## src/rtl/lnk_bringup_pkg.sv

```systemverilog
package lnk_bringup_pkg;

   typedef enum logic [2:0] {
      LS_RESET   = 3'd0,
      LS_FREQ    = 3'd1,
      LS_PHASE   = 3'd2,
      LS_TRAIN_A = 3'd3,
      LS_TRAIN_B = 3'd4,
      LS_READY   = 3'd5
   } lnk_state_e;

   localparam int unsigned KIND_W = 3;

   localparam logic [KIND_W-1:0] FK_DATA  = 3'd0;
   localparam logic [KIND_W-1:0] FK_FILL  = 3'd1;
   localparam logic [KIND_W-1:0] FK_CTRL  = 3'd2;
   localparam logic [KIND_W-1:0] FK_TRN_A = 3'd3;
   localparam logic [KIND_W-1:0] FK_TRN_B = 3'd4;

   localparam logic [1:0] TRQ_NONE = 2'b00;
   localparam logic [1:0] TRQ_A    = 2'b01;
   localparam logic [1:0] TRQ_B    = 2'b10;

   function automatic logic kind_is_bad(input logic [KIND_W-1:0] k);
      return k > FK_TRN_B;
   endfunction

   function automatic logic st_is_waiting(input lnk_state_e s);
      return (s == LS_FREQ) || (s == LS_PHASE) ||
             (s == LS_TRAIN_A) || (s == LS_TRAIN_B);
   endfunction

endpackage

```

## src/rtl/lnk_wait_timer.sv

```systemverilog
module lnk_wait_timer #(
   parameter int unsigned TIMEOUT_CYC = 1024
) (
   input  logic clk,
   input  logic rst_n,
   input  logic run,
   input  logic clr,
   output logic expired
);
   localparam int unsigned TW = (TIMEOUT_CYC > 2) ? $clog2(TIMEOUT_CYC) : 1;
   localparam logic [TW-1:0] LAST = TW'(TIMEOUT_CYC - 1);

   generate
      if (TIMEOUT_CYC < 2) begin : g_bad_limit
         $error("lnk_wait_timer: TIMEOUT_CYC must be at least 2");
      end
   endgenerate

   logic [TW-1:0] cnt_q;

   always_ff @(posedge clk) begin
      if (!rst_n) begin
         cnt_q <= '0;
      end else if (!run || clr) begin
         cnt_q <= '0;
      end else begin
         cnt_q <= cnt_q + 1'b1;
      end
   end

   assign expired = run && (cnt_q == LAST);

   AST_TMO_IN_RANGE: assert property (@(posedge clk) disable iff (!rst_n)
      cnt_q <= LAST);

endmodule

```

## src/rtl/lnk_run_monitor.sv

```systemverilog
module lnk_run_monitor
   import lnk_bringup_pkg::*;
#(
   parameter int unsigned BAD_RUN = 8
) (
   input  logic              clk,
   input  logic              rst_n,
   input  logic              en,
   input  logic              rx_vld,
   input  logic [KIND_W-1:0] rx_kind,
   output logic              trip
);
   localparam int unsigned RW = (BAD_RUN > 1) ? $clog2(BAD_RUN + 1) : 1;
   localparam logic [RW-1:0] LAST = RW'(BAD_RUN - 1);

   generate
      if (BAD_RUN < 1) begin : g_bad_run
         $error("lnk_run_monitor: BAD_RUN must be at least 1");
      end
   endgenerate

   logic [RW-1:0] run_q;
   logic          bad_now;

   assign bad_now = rx_vld && kind_is_bad(rx_kind);
   assign trip    = en && bad_now && (run_q == LAST);

   always_ff @(posedge clk) begin
      if (!rst_n || !en) begin
         run_q <= '0;
      end else if (rx_vld) begin
         if (!bad_now || trip) begin
            run_q <= '0;
         end else begin
            run_q <= run_q + 1'b1;
         end
      end
   end

   AST_RUN_IN_RANGE: assert property (@(posedge clk) disable iff (!rst_n)
      run_q <= LAST);

   AST_RUN_IDLE_HOLD: assert property (@(posedge clk) disable iff (!rst_n)
      (en && !rx_vld) |=> (!en || $stable(run_q)));

endmodule

```

## src/rtl/lnk_seq_fsm.sv

```systemverilog
module lnk_seq_fsm
   import lnk_bringup_pkg::*;
(
   input  logic              clk,
   input  logic              rst_n,
   input  logic              mode_uni,
   input  logic              lock,
   input  logic              rx_vld,
   input  logic [KIND_W-1:0] rx_kind,
   input  logic              tmo_exp,
   input  logic              bad_trip,
   output lnk_state_e        st_q,
   output logic              st_chg,
   output logic              err_q
);
   lnk_state_e nxt;
   logic       tmo_fire;

   always_comb begin
      nxt      = st_q;
      tmo_fire = 1'b0;
      unique case (st_q)
         LS_RESET: begin
            nxt = mode_uni ? LS_FREQ : LS_TRAIN_A;
         end
         LS_FREQ: begin
            if (lock) begin
               nxt = LS_PHASE;
            end else if (tmo_exp) begin
               nxt      = LS_RESET;
               tmo_fire = 1'b1;
            end
         end
         LS_PHASE: begin
            if (lock && rx_vld && (rx_kind == FK_FILL)) begin
               nxt = LS_READY;
            end else if (tmo_exp) begin
               nxt      = LS_RESET;
               tmo_fire = 1'b1;
            end
         end
         LS_TRAIN_A: begin
            if (lock && rx_vld && ((rx_kind == FK_TRN_A) || (rx_kind == FK_TRN_B))) begin
               nxt = LS_TRAIN_B;
            end else if (tmo_exp) begin
               nxt      = LS_RESET;
               tmo_fire = 1'b1;
            end
         end
         LS_TRAIN_B: begin
            if (!lock) begin
               nxt = LS_RESET;
            end else if (rx_vld && (rx_kind == FK_TRN_B)) begin
               nxt = LS_READY;
            end else if (tmo_exp) begin
               nxt      = LS_RESET;
               tmo_fire = 1'b1;
            end
         end
         LS_READY: begin
            if (!lock || bad_trip) begin
               nxt = LS_RESET;
            end
         end
         default: nxt = LS_RESET;
      endcase
   end

   assign st_chg = (nxt != st_q);

   always_ff @(posedge clk) begin
      if (!rst_n) begin
         st_q  <= LS_RESET;
         err_q <= 1'b0;
      end else begin
         st_q <= nxt;
         if (tmo_fire) begin
            err_q <= 1'b1;
         end
      end
   end

   AST_ERR_STICKY: assert property (@(posedge clk) disable iff (!rst_n)
      err_q |=> err_q);

   AST_TMO_RESTARTS: assert property (@(posedge clk) disable iff (!rst_n)
      (tmo_exp && st_is_waiting(st_q) && !st_chg) |-> 1'b0);

   AST_READY_HAD_LOCK: assert property (@(posedge clk) disable iff (!rst_n)
      (st_q != LS_READY) ##1 (st_q == LS_READY) |-> $past(lock));

   AST_READY_ENTRY: assert property (@(posedge clk) disable iff (!rst_n)
      (st_q != LS_READY) ##1 (st_q == LS_READY)
         |-> ($past(st_q) == LS_TRAIN_B) || ($past(st_q) == LS_PHASE));

   AST_RESET_ONE_CYCLE: assert property (@(posedge clk) disable iff (!rst_n)
      (st_q == LS_RESET) |=> (st_q != LS_RESET));

endmodule

```

## src/rtl/lnk_bringup_ctrl.sv

```systemverilog
module lnk_bringup_ctrl
   import lnk_bringup_pkg::*;
#(
   parameter int unsigned TIMEOUT_CYC = 4096,
   parameter int unsigned BAD_RUN     = 8,
   parameter int unsigned LOCK_SYNC   = 2
) (
   input  logic       clk,
   input  logic       rst_n,
   input  logic       mode_uni,
   input  logic       lock_i,
   input  logic       rx_vld,
   input  logic [2:0] rx_kind,
   output logic       loop_sel,
   output logic [1:0] tx_train,
   output logic       link_up,
   output logic       err_sticky,
   output logic [2:0] st_code
);
   generate
      if (LOCK_SYNC > 4) begin : g_bad_sync
         $error("lnk_bringup_ctrl: LOCK_SYNC above 4 is not supported");
      end
   endgenerate

   logic lock_s;

   generate
      if (LOCK_SYNC == 0) begin : g_lock_direct
         assign lock_s = lock_i;
      end else begin : g_lock_sync
         logic [LOCK_SYNC-1:0] sync_q;
         always_ff @(posedge clk) begin
            if (!rst_n) begin
               sync_q <= '0;
            end else begin
               sync_q <= {sync_q[LOCK_SYNC-2+((LOCK_SYNC==1)?1:0):0], lock_i};
            end
         end
         assign lock_s = sync_q[LOCK_SYNC-1];
      end
   endgenerate

   lnk_state_e st_q;
   logic       st_chg;
   logic       tmo_exp;
   logic       bad_trip;
   logic       err_q;

   lnk_wait_timer #(
      .TIMEOUT_CYC (TIMEOUT_CYC)
   ) u_timer (
      .clk     (clk),
      .rst_n   (rst_n),
      .run     (st_is_waiting(st_q)),
      .clr     (st_chg),
      .expired (tmo_exp)
   );

   lnk_run_monitor #(
      .BAD_RUN (BAD_RUN)
   ) u_runmon (
      .clk     (clk),
      .rst_n   (rst_n),
      .en      (st_q == LS_READY),
      .rx_vld  (rx_vld),
      .rx_kind (rx_kind),
      .trip    (bad_trip)
   );

   lnk_seq_fsm u_fsm (
      .clk      (clk),
      .rst_n    (rst_n),
      .mode_uni (mode_uni),
      .lock     (lock_s),
      .rx_vld   (rx_vld),
      .rx_kind  (rx_kind),
      .tmo_exp  (tmo_exp),
      .bad_trip (bad_trip),
      .st_q     (st_q),
      .st_chg   (st_chg),
      .err_q    (err_q)
   );

   always_comb begin
      unique case (st_q)
         LS_TRAIN_A: tx_train = TRQ_A;
         LS_TRAIN_B: tx_train = TRQ_B;
         default:    tx_train = TRQ_NONE;
      endcase
   end

   assign loop_sel   = (st_q == LS_FREQ);
   assign link_up    = (st_q == LS_READY);
   assign err_sticky = err_q;
   assign st_code    = st_q;

   AST_TRAIN_ONEHOT: assert property (@(posedge clk) disable iff (!rst_n)
      $onehot0(tx_train));

   AST_LOOP_NO_TRAIN: assert property (@(posedge clk) disable iff (!rst_n)
      loop_sel |-> (tx_train == TRQ_NONE) && !link_up);

   AST_UP_NO_TRAIN: assert property (@(posedge clk) disable iff (!rst_n)
      link_up |-> (tx_train == TRQ_NONE));

   AST_DROP_TO_RESET: assert property (@(posedge clk) disable iff (!rst_n)
      $fell(link_up) |-> (st_code == 3'd0));

endmodule

```

## config.mk

```make
export PLATFORM = sky130hd
export DESIGN_NAME = lnk_bringup_ctrl
export DESIGN_NICKNAME = d
export VERILOG_FILES = /design/src/rtl/lnk_bringup_pkg.sv /design/src/rtl/lnk_wait_timer.sv /design/src/rtl/lnk_run_monitor.sv /design/src/rtl/lnk_seq_fsm.sv /design/src/rtl/lnk_bringup_ctrl.sv
export SDC_FILE = /design/constraint.sdc
export NUM_CORES = 1
export LEC_CHECK = 0
export BUFFER_PORTS_ARGS = -buffer_cell sky130_fd_sc_hd__clkbuf_2
export CAP_MARGIN = 10
export CORE_MARGIN = 3
export CORE_UTILIZATION = 51
export DETAILED_ROUTE_END_ITERATION = 7
export PLACE_DENSITY = 0.74
export RECOVER_POWER = 50
export SETUP_SLACK_MARGIN = 0.1
export SYNTH_ARGS = -nofsm -noshare
export SYNTH_HDL_FRONTEND = slang
export SYNTH_HIERARCHICAL = 1
export SYNTH_SLANG_ARGS = --single-unit
```

## constraint.sdc

```tcl
create_clock -name clk -period 2.43 [get_ports clk]
set_clock_uncertainty 0.05 [all_clocks]
set_input_delay 0.486 -clock clk [delete_from_list [all_inputs] [get_ports clk]]
set_output_delay 0.486 -clock clk [all_outputs]
set_load 0.01 [all_outputs]
```

==> impl_metrics.toml, run 1 <==
[routing]
route.detailed.drc = 0
dr.pass1.iters = 4
wl_per_cell_um = 13.7
drt-total-wl_mm = 2.76
first_iter_violations = 39
final_antenna_net_count = 0
vias = 1149
via_per_inst = 5.72

[placed_design]
hpwlAfterDp_mm = 1.95
place.gp.congestion = 0.869
portBuffers = 15

[worst_hold_path]
min_from = "lock_i"
holdPathEnd = "g_lock_sync.sync_q[0]"
hold_depth = 2
min_path_type = "input pin to register"

[clock_network]
cts_root_buffer = "clkbuf_4"
cts_tree = "built"
cts.path.max_buffers = 2
clkTransAtPathRegs_ns = 0.11
h-tree-depth = 1
cts.sinks = 22
clkLatencyLatePin_ns = 0.31
cts_buffers = 3

[critical_path]
end_kind = "register"
rrSetupSlack_ns = 0.14
rr_worst_depth = 12
cp_data_required_time_ns = 2.59
r2r-end = "u_timer/cnt_q[1]"
arrival_ns = 2.45
cp_max_fo = 7
r2r-start = "u_fsm/st_q[0]"
path_class = "register to register"
worstSetupStartpointType = "register"

[pwr]
switchingPower_w = 0.000180
leakage_nw = 0.554
vdd_drop_max_v = 0.000345
p_int_w = 0.000485
p_total_w = 0.000665
switching_share_pct = 27.1
pwr-share-comb_pct = 18.7
seqPwrFrac_pct = 56.8
powerDensity_nw_per_um2 = 433
p_clk_share_pct = 24.5

[floorplanning]
die_area_um2 = 3080
core.rowCount = 17
start_util_pct = 54.9
fp.dieH_um = 55.5
dieWidth_um = 55.5
core_area_um2 = 2280
pin_count = 16

[grt]
grt_start_max_net_pins = 14
first_global_vias = 1067
grt_overflow_total = 0
antenna_found_initial = 0
groute.usage.overall_pct = 18.1
grt_pass1_wl_mm = 4.53

[logic_synthesis]
synth_most_common_cell = "dfxtp_1"
async_flop_share_pct = 0
synth_cell_types = 47
seq_area_frac_synth_pct = 35.2
yosysWarnings = 6
synth_edf_count = 0
yosysTopAreaCell = "dfxtp_1"
synth_flop_cell = "dfxtp_1"
ys_ff_latch = 22
synth_area_leaders = "dfxtp_1, nor2_1, a21oi_1, nand2_1, nor3b_1"
syn_inst = 143
synth_fp_nets = 153
synthTopCellsByCount = "dfxtp_1, nor2_1, nand2_1"
yosysTopAreaCellShare_pct = 35.2
avgSynthCellArea_um2 = 8.74
syn-cell-area_um2 = 1250

[final_layout]
syn_to_final_growth_pct = 22.8
drive_gt1_share_pct = 32.4
nFillCells = 178
n_antenna_cell = 0
final_core_util_pct = 67.5
fin_nets = 185

[job]
cap_viol_max_count = 0

[timing]
finalCriticalPeriod_ns = 2.29
maxSlewHeadroom_pct = 74.0
holdWs_ns = 0.326
drv_slew = 0
worst_pin_slew_ns = 0.390
hold_viol = 0
rsz0062_at_grt = "yes"
fmax_ghz = 0.437
setup_viol = 0
setup_tns_ns = 0
fin_crit_sh_pct = 94.2

[run_status]
outcome = "complete, no violations"
-- area by class of cell --
class / count / area (um^2) / share of cell area (%)
multi-input cells: 113 / 820 / 53.4
inverters: 6 / 22.5 / 1.47
well taps: 28 / 35.0 / 2.28
flip-flops and latches: 22 / 449 / 29.3
repair buffers: 29 / 186 / 12.1
clock buffers: 3 / 22.5 / 1.47
-- cell usage in the layout, fill, tap and decap left out, drive strengths merged, types with 3 or more instances in the layout --
cell	instances
clkbuf	18
nor4	3
xnor2	3
nor3	4
and3b	3
dfxtp	22
o21a	4
and2	3
nor2	16
nand2b	3
nand3	5
nor3b	5
xor2	3
nand2	12
nand4	4
o21ai	4
a21oi	9
inv	6
buf	14
a31oi	3
-- metal layers --
| metal | track usage (%) | routed length [um] | vias to the layer above |
|---|---|---|---|
| met3 | 5.37 | 145 | 7 |
| met1 | 22.4 | 1280 | 518 |
| met4 | 5.90 | 44 | 0 |
| met2 | 30.1 | 1300 | 31 |
| met5 | 0 | 0 | - |
| li1 | - | - | 593 |
-- how the worst max path moves through the flow --
stage	cells after the start	start	endpoint	slack, ns
after floorplan	11	u_timer/cnt_q[0]	u_timer/cnt_q[11]	0.10
after global placement	11	u_timer/cnt_q[0]	u_timer/cnt_q[9]	0.08
after detailed placement	11	u_timer/cnt_q[0]	u_timer/cnt_q[9]	0.02
after CTS	11	u_timer/cnt_q[1]	u_timer/cnt_q[9]	0.11
after global routing	12	u_fsm/st_q[0]	u_timer/cnt_q[9]	-0.05
final	12	u_fsm/st_q[0]	u_timer/cnt_q[1]	0.14
-- power by group through the flow --
stage	Clock [W]	Combinational [W]	Sequential, W
2_1_floorplan	0	0.0000672	0.000386
3_3_place_gp	0	0.000103	0.000383
3_5_place_dp	0	0.000104	0.000384
4_1_cts	0.000169	0.000111	0.000376
5_1_grt	0.000181	0.000136	0.000380
6_report	0.000163	0.000124	0.000378
-- flip-flops by register name, indices dropped and copies added, names as in the netlist --
name and flops:
u_timer/cnt_q 12, u_fsm/st_q 3, u_runmon/run_q 4, u_fsm/err_q 1, g_lock_sync.sync_q 2
-- metrics by stage --
| step | area (um^2) | worst slack, ns | instances |
|---|---|---|---|
| 4_1_cts | 1480 | 0.114 | 198 |
| 6_report | 1540 | 0.142 | 201 |
| 3_5_place_dp | 1430 | 0.0230 | 192 |
| 3_3_place_gp | 1430 | 0.0764 | 192 |
| 5_1_grt | 1540 | -0.0519 | 201 |
| 2_1_floorplan | 1270 | 0.101 | 143 |
-- critical path, stage by stage, from the launching register on --
cell	delay, ns
dfxtp_4	0.41
nor2_4	0.05
xnor2_2	0.19
nand2_2	0.10
nor4_4	0.23
o21a_1	0.14
nor2_1	0.04
o21bai_1	0.18
buf_4	0.15
nand4_1	0.09
o2111ai_1	0.12
and3b_2	0.28
and2_1	0.16
-- cells by family after synthesis --
| kind of cell | synth area share [%] |
|---|---|
| xor+xnor | 4.20 |
| flops | 35.2 |
| compound gates | 21.5 |
| mux | 1.60 |
| fa+ha+maj | 2.00 |
| buf+inv | 2.80 |
| simple gates | 32.6 |
-- repair_timing --
item,in CTS,in global routing
hold buffers,0,0
gates resized for setup,3,12
pin swaps,1,3
endpoints found under the setup margin,12,12
setup buffers,3,3
cloned,0,0
Power figures use the tool's default switching activity.
==> run 2: changes to the inputs <==
- ABC_AREA: not set -> 1
- CORE_ASPECT_RATIO: not set -> 0.5
- CORE_UTILIZATION: 51 -> 52
- PLACE_DENSITY: 0.74 -> 0.75
==> run 2 against run 1 <==
Effect of this change: sequential power about the same; worst setup slack better by 0.048 ns; first-iteration DRC count up 110%; wire length up 20%; largest power group unchanged; total power up 32%; count of clock-buffer cells in the layout up 1; clock power up 62%; maximum frequency up 2.2%; global-route usage up 0.57 points; register-to-register slack better by 0.05 ns.
==> impl_metrics.toml, run 2 <==
[worst_hold_path]
holdPathEnd = "g_lock_sync.sync_q[0]"
min_from = "lock_i"
min_path_type = "input pin to register"
hold_depth = 3

[clock_network]
cts.sinks = 22
h-tree-depth = 1
clkTransAtPathRegs_ns = 0.08
cts.path.max_buffers = 2
clkLatencyLatePin_ns = 0.26
cts_root_buffer = "clkbuf_8"
cts_buffers = 3
cts_hold_buf = 0
cts_tree = "built"

[logic_synthesis]
syn-cell-area_um2 = 1410
syn_inst = 217
synth_cell_types = 26
yosysTopAreaCell = "dfxtp_1"
synth_flop_cell = "dfxtp_1"
synth_most_common_cell = "nand2_1"
synth_edf_count = 0
seq_area_frac_synth_pct = 31.3
async_flop_share_pct = 0
synth_fp_nets = 227
avgSynthCellArea_um2 = 6.48
yosysWarnings = 6
synth_area_leaders = "dfxtp_1, nand2_1, inv_1, nor2_1, nand3_1"
yosysTopAreaCellShare_pct = 31.3
synthTopCellsByCount = "nand2_1, inv_1, nor2_1"
ys_ff_latch = 22

[routing]
wl_per_cell_um = 11.6
vias = 1472
first_iter_violations = 83
via_per_inst = 5.18
final_antenna_net_count = 0
dr.pass1.iters = 5
route.detailed.drc = 0
drt-total-wl_mm = 3.31

[floorplanning]
core.rowCount = 12
die_area_um2 = 3400
dieWidth_um = 79.5
fp.dieH_um = 42.8
core_area_um2 = 2390
pin_count = 16
start_util_pct = 58.9

[timing]
maxSlewHeadroom_pct = 76.1
rsz0062_at_grt = "no"
drv_slew = 0
hold_viol = 0
fin_crit_sh_pct = 92.2
holdWs_ns = 0.360
setup_viol = 0
finalCriticalPeriod_ns = 2.24
worst_pin_slew_ns = 0.358
fmax_ghz = 0.446
setup_tns_ns = 0

[final_layout]
largest_reg_flops = 12
final_cell_mix = "nand2_1, inv_1, nor2_1, dfxtp_1, nand3_1"
fin_nets = 260
drive_gt1_share_pct = 28.1
layout_commonest_cell = "nand2_1"
syn_to_final_growth_pct = 24.1
nFillCells = 188
max_flop_register = "u_timer/cnt_q"
largestRegisters = "u_timer/cnt_q (12), u_runmon/run_q (4), u_fsm/st_q (3)"
n_antenna_cell = 0

[critical_path]
r2r-end = "u_timer/cnt_q[4]"
rrSetupSlack_ns = 0.19
arrival_ns = 2.40
cpMostUsedCell = "nand3_1"
path_class = "register to register"
rr_worst_depth = 18
cp_max_fo = 6
max_stage_delay_ns = 0.45
end_kind = "register"
cp_data_required_time_ns = 2.59
path_cells = "inv_1 > nand3_1 > nand2_1 > nand3_1 > nor2_4 > inv_2 > nand3_1 > nor2_1 > a21oi_2 > buf_4 > nand4_1 > nand2_1 > inv_1 > nand2_2 > nor2_8 > inv_4 > a21oi_2 > o21a_1"
critPathSlowestCell = "dfxtp_1"
r2r-start = "u_fsm/st_q[1]"
worstSetupStartpointType = "register"

[run_status]
outcome = "complete, no violations"

[grt]
use_met2_pct = 33.2
first_global_vias = 1235
grt_pass1_wl_mm = 5.11
grt_overflow_total = 0
busiest_layer = "met2"
grtUsageMet1_pct = 23.4
groute.usage.overall_pct = 18.7
antenna_found_initial = 0
grtUsageMet3_pct = 5.72
grt_start_max_net_pins = 13

[placed_design]
place.gp.congestion = 0.909
portBuffers = 15
hpwlAfterDp_mm = 2.29

[pwr]
leakage_nw = 0.775
powerDensity_nw_per_um2 = 504
vdd_drop_max_v = 0.000290

[job]
cap_viol_max_count = 0
==> run 2: cell types whose count changed after synthesis, moves of 4 or more <==
cell | before | now
nor2_1 | 16 | 31
nand4_1 | 2 | 6
nand2_1 | 11 | 48
nor2_2 | 0 | 7
nor3b_1 | 4 | 0
inv_1 | 6 | 32
inv_2 | 0 | 7
nand3_1 | 4 | 17
==> run 2: worst max-delay path: cells and delay by family, from the launching register on <==
kind,cells,cell delay [ns]
flops,1,0.45
buf+inv,5,0.44
simple gates,10,0.94
compound gates,3,0.31
==> run 2: power by group <==
| group | total [W] | internal (W) | switching [W] | leakage (nW) |
|---|---|---|---|---|
| combinational | 0.000235 | 0.0000893 | 0.000146 | 0.566 |
| sequential | 0.000381 | 0.000370 | 0.0000108 | 0.181 |
| clock | 0.000264 | 0.000144 | 0.000119 | 0.0288 |
| total | 0.000880 | 0.000604 | 0.000276 | 0.775 |
==> run 2: routing by layer <==
layer  share of wire, %  wire length [um]
met1                 44              1460
met3                7.4               243
met2                 47              1570
met4                1.2                40
met5                  0                 0
==> run 2: timing repair <==
item,in CTS,in global routing
setup buffers,3,4
pin swaps,4,8
gates cloned,0,0
setup endpoints to repair,9,12
resized for setup,3,18
==> run 2: kinds of logic (layout without fill, tap and decap cells) <==
logic type      count (synthesis)  count (layout)  synth area share, %
xor+xnor                        1               1                0.623
compound gates                 22              22                 8.90
flops                          22              22                 31.3
simple gates                  130             130                 46.7
buf+inv                        40              72                 10.7
fa+ha+maj                       2               2                 1.78
==> run 2: stage by stage <==
| step | setup WS (ns) | instance area [um^2] | instances | utilization (%) | power (W) |
|---|---|---|---|---|---|
| after detailed placement | 0.0215 | 1580 | 273 | 66.2 | 0.000585 |
| after global placement | 0.112 | 1580 | 273 | 66.2 | 0.000582 |
| final | 0.190 | 1750 | 284 | 73.1 | 0.000880 |
| after CTS | 0.104 | 1670 | 280 | 69.8 | 0.000862 |
| after global routing | 0.00212 | 1750 | 284 | 73.1 | 0.000932 |
| after floorplan | 0.101 | 1420 | 217 | - | 0.000529 |
==> run 2: area by class of cell <==
class | instances | area (um^2) | area share (%)
Clock buffer | 4 | 55.1 | 3.15
Multi-Input combinational cell | 155 | 878 | 50.3
Inverter | 40 | 153 | 8.75
Sequential cell | 22 | 449 | 25.7
Timing Repair Buffer | 28 | 166 | 9.53
Tap cell | 35 | 43.8 | 2.51
==> run 2: worst max-delay path by stage <==
stage	from	to	slack, ns	cells past startpoint
floorplan	u_fsm/st_q[1]	u_timer/cnt_q[4]	0.10	15
global placement	u_timer/cnt_q[1]	u_timer/cnt_q[4]	0.11	16
detailed placement	u_timer/cnt_q[1]	u_timer/cnt_q[4]	0.02	16
CTS	u_timer/cnt_q[1]	u_timer/cnt_q[4]	0.10	16
global route	u_fsm/st_q[1]	u_timer/cnt_q[4]	0.002	16
finish	u_fsm/st_q[1]	u_timer/cnt_q[4]	0.19	18
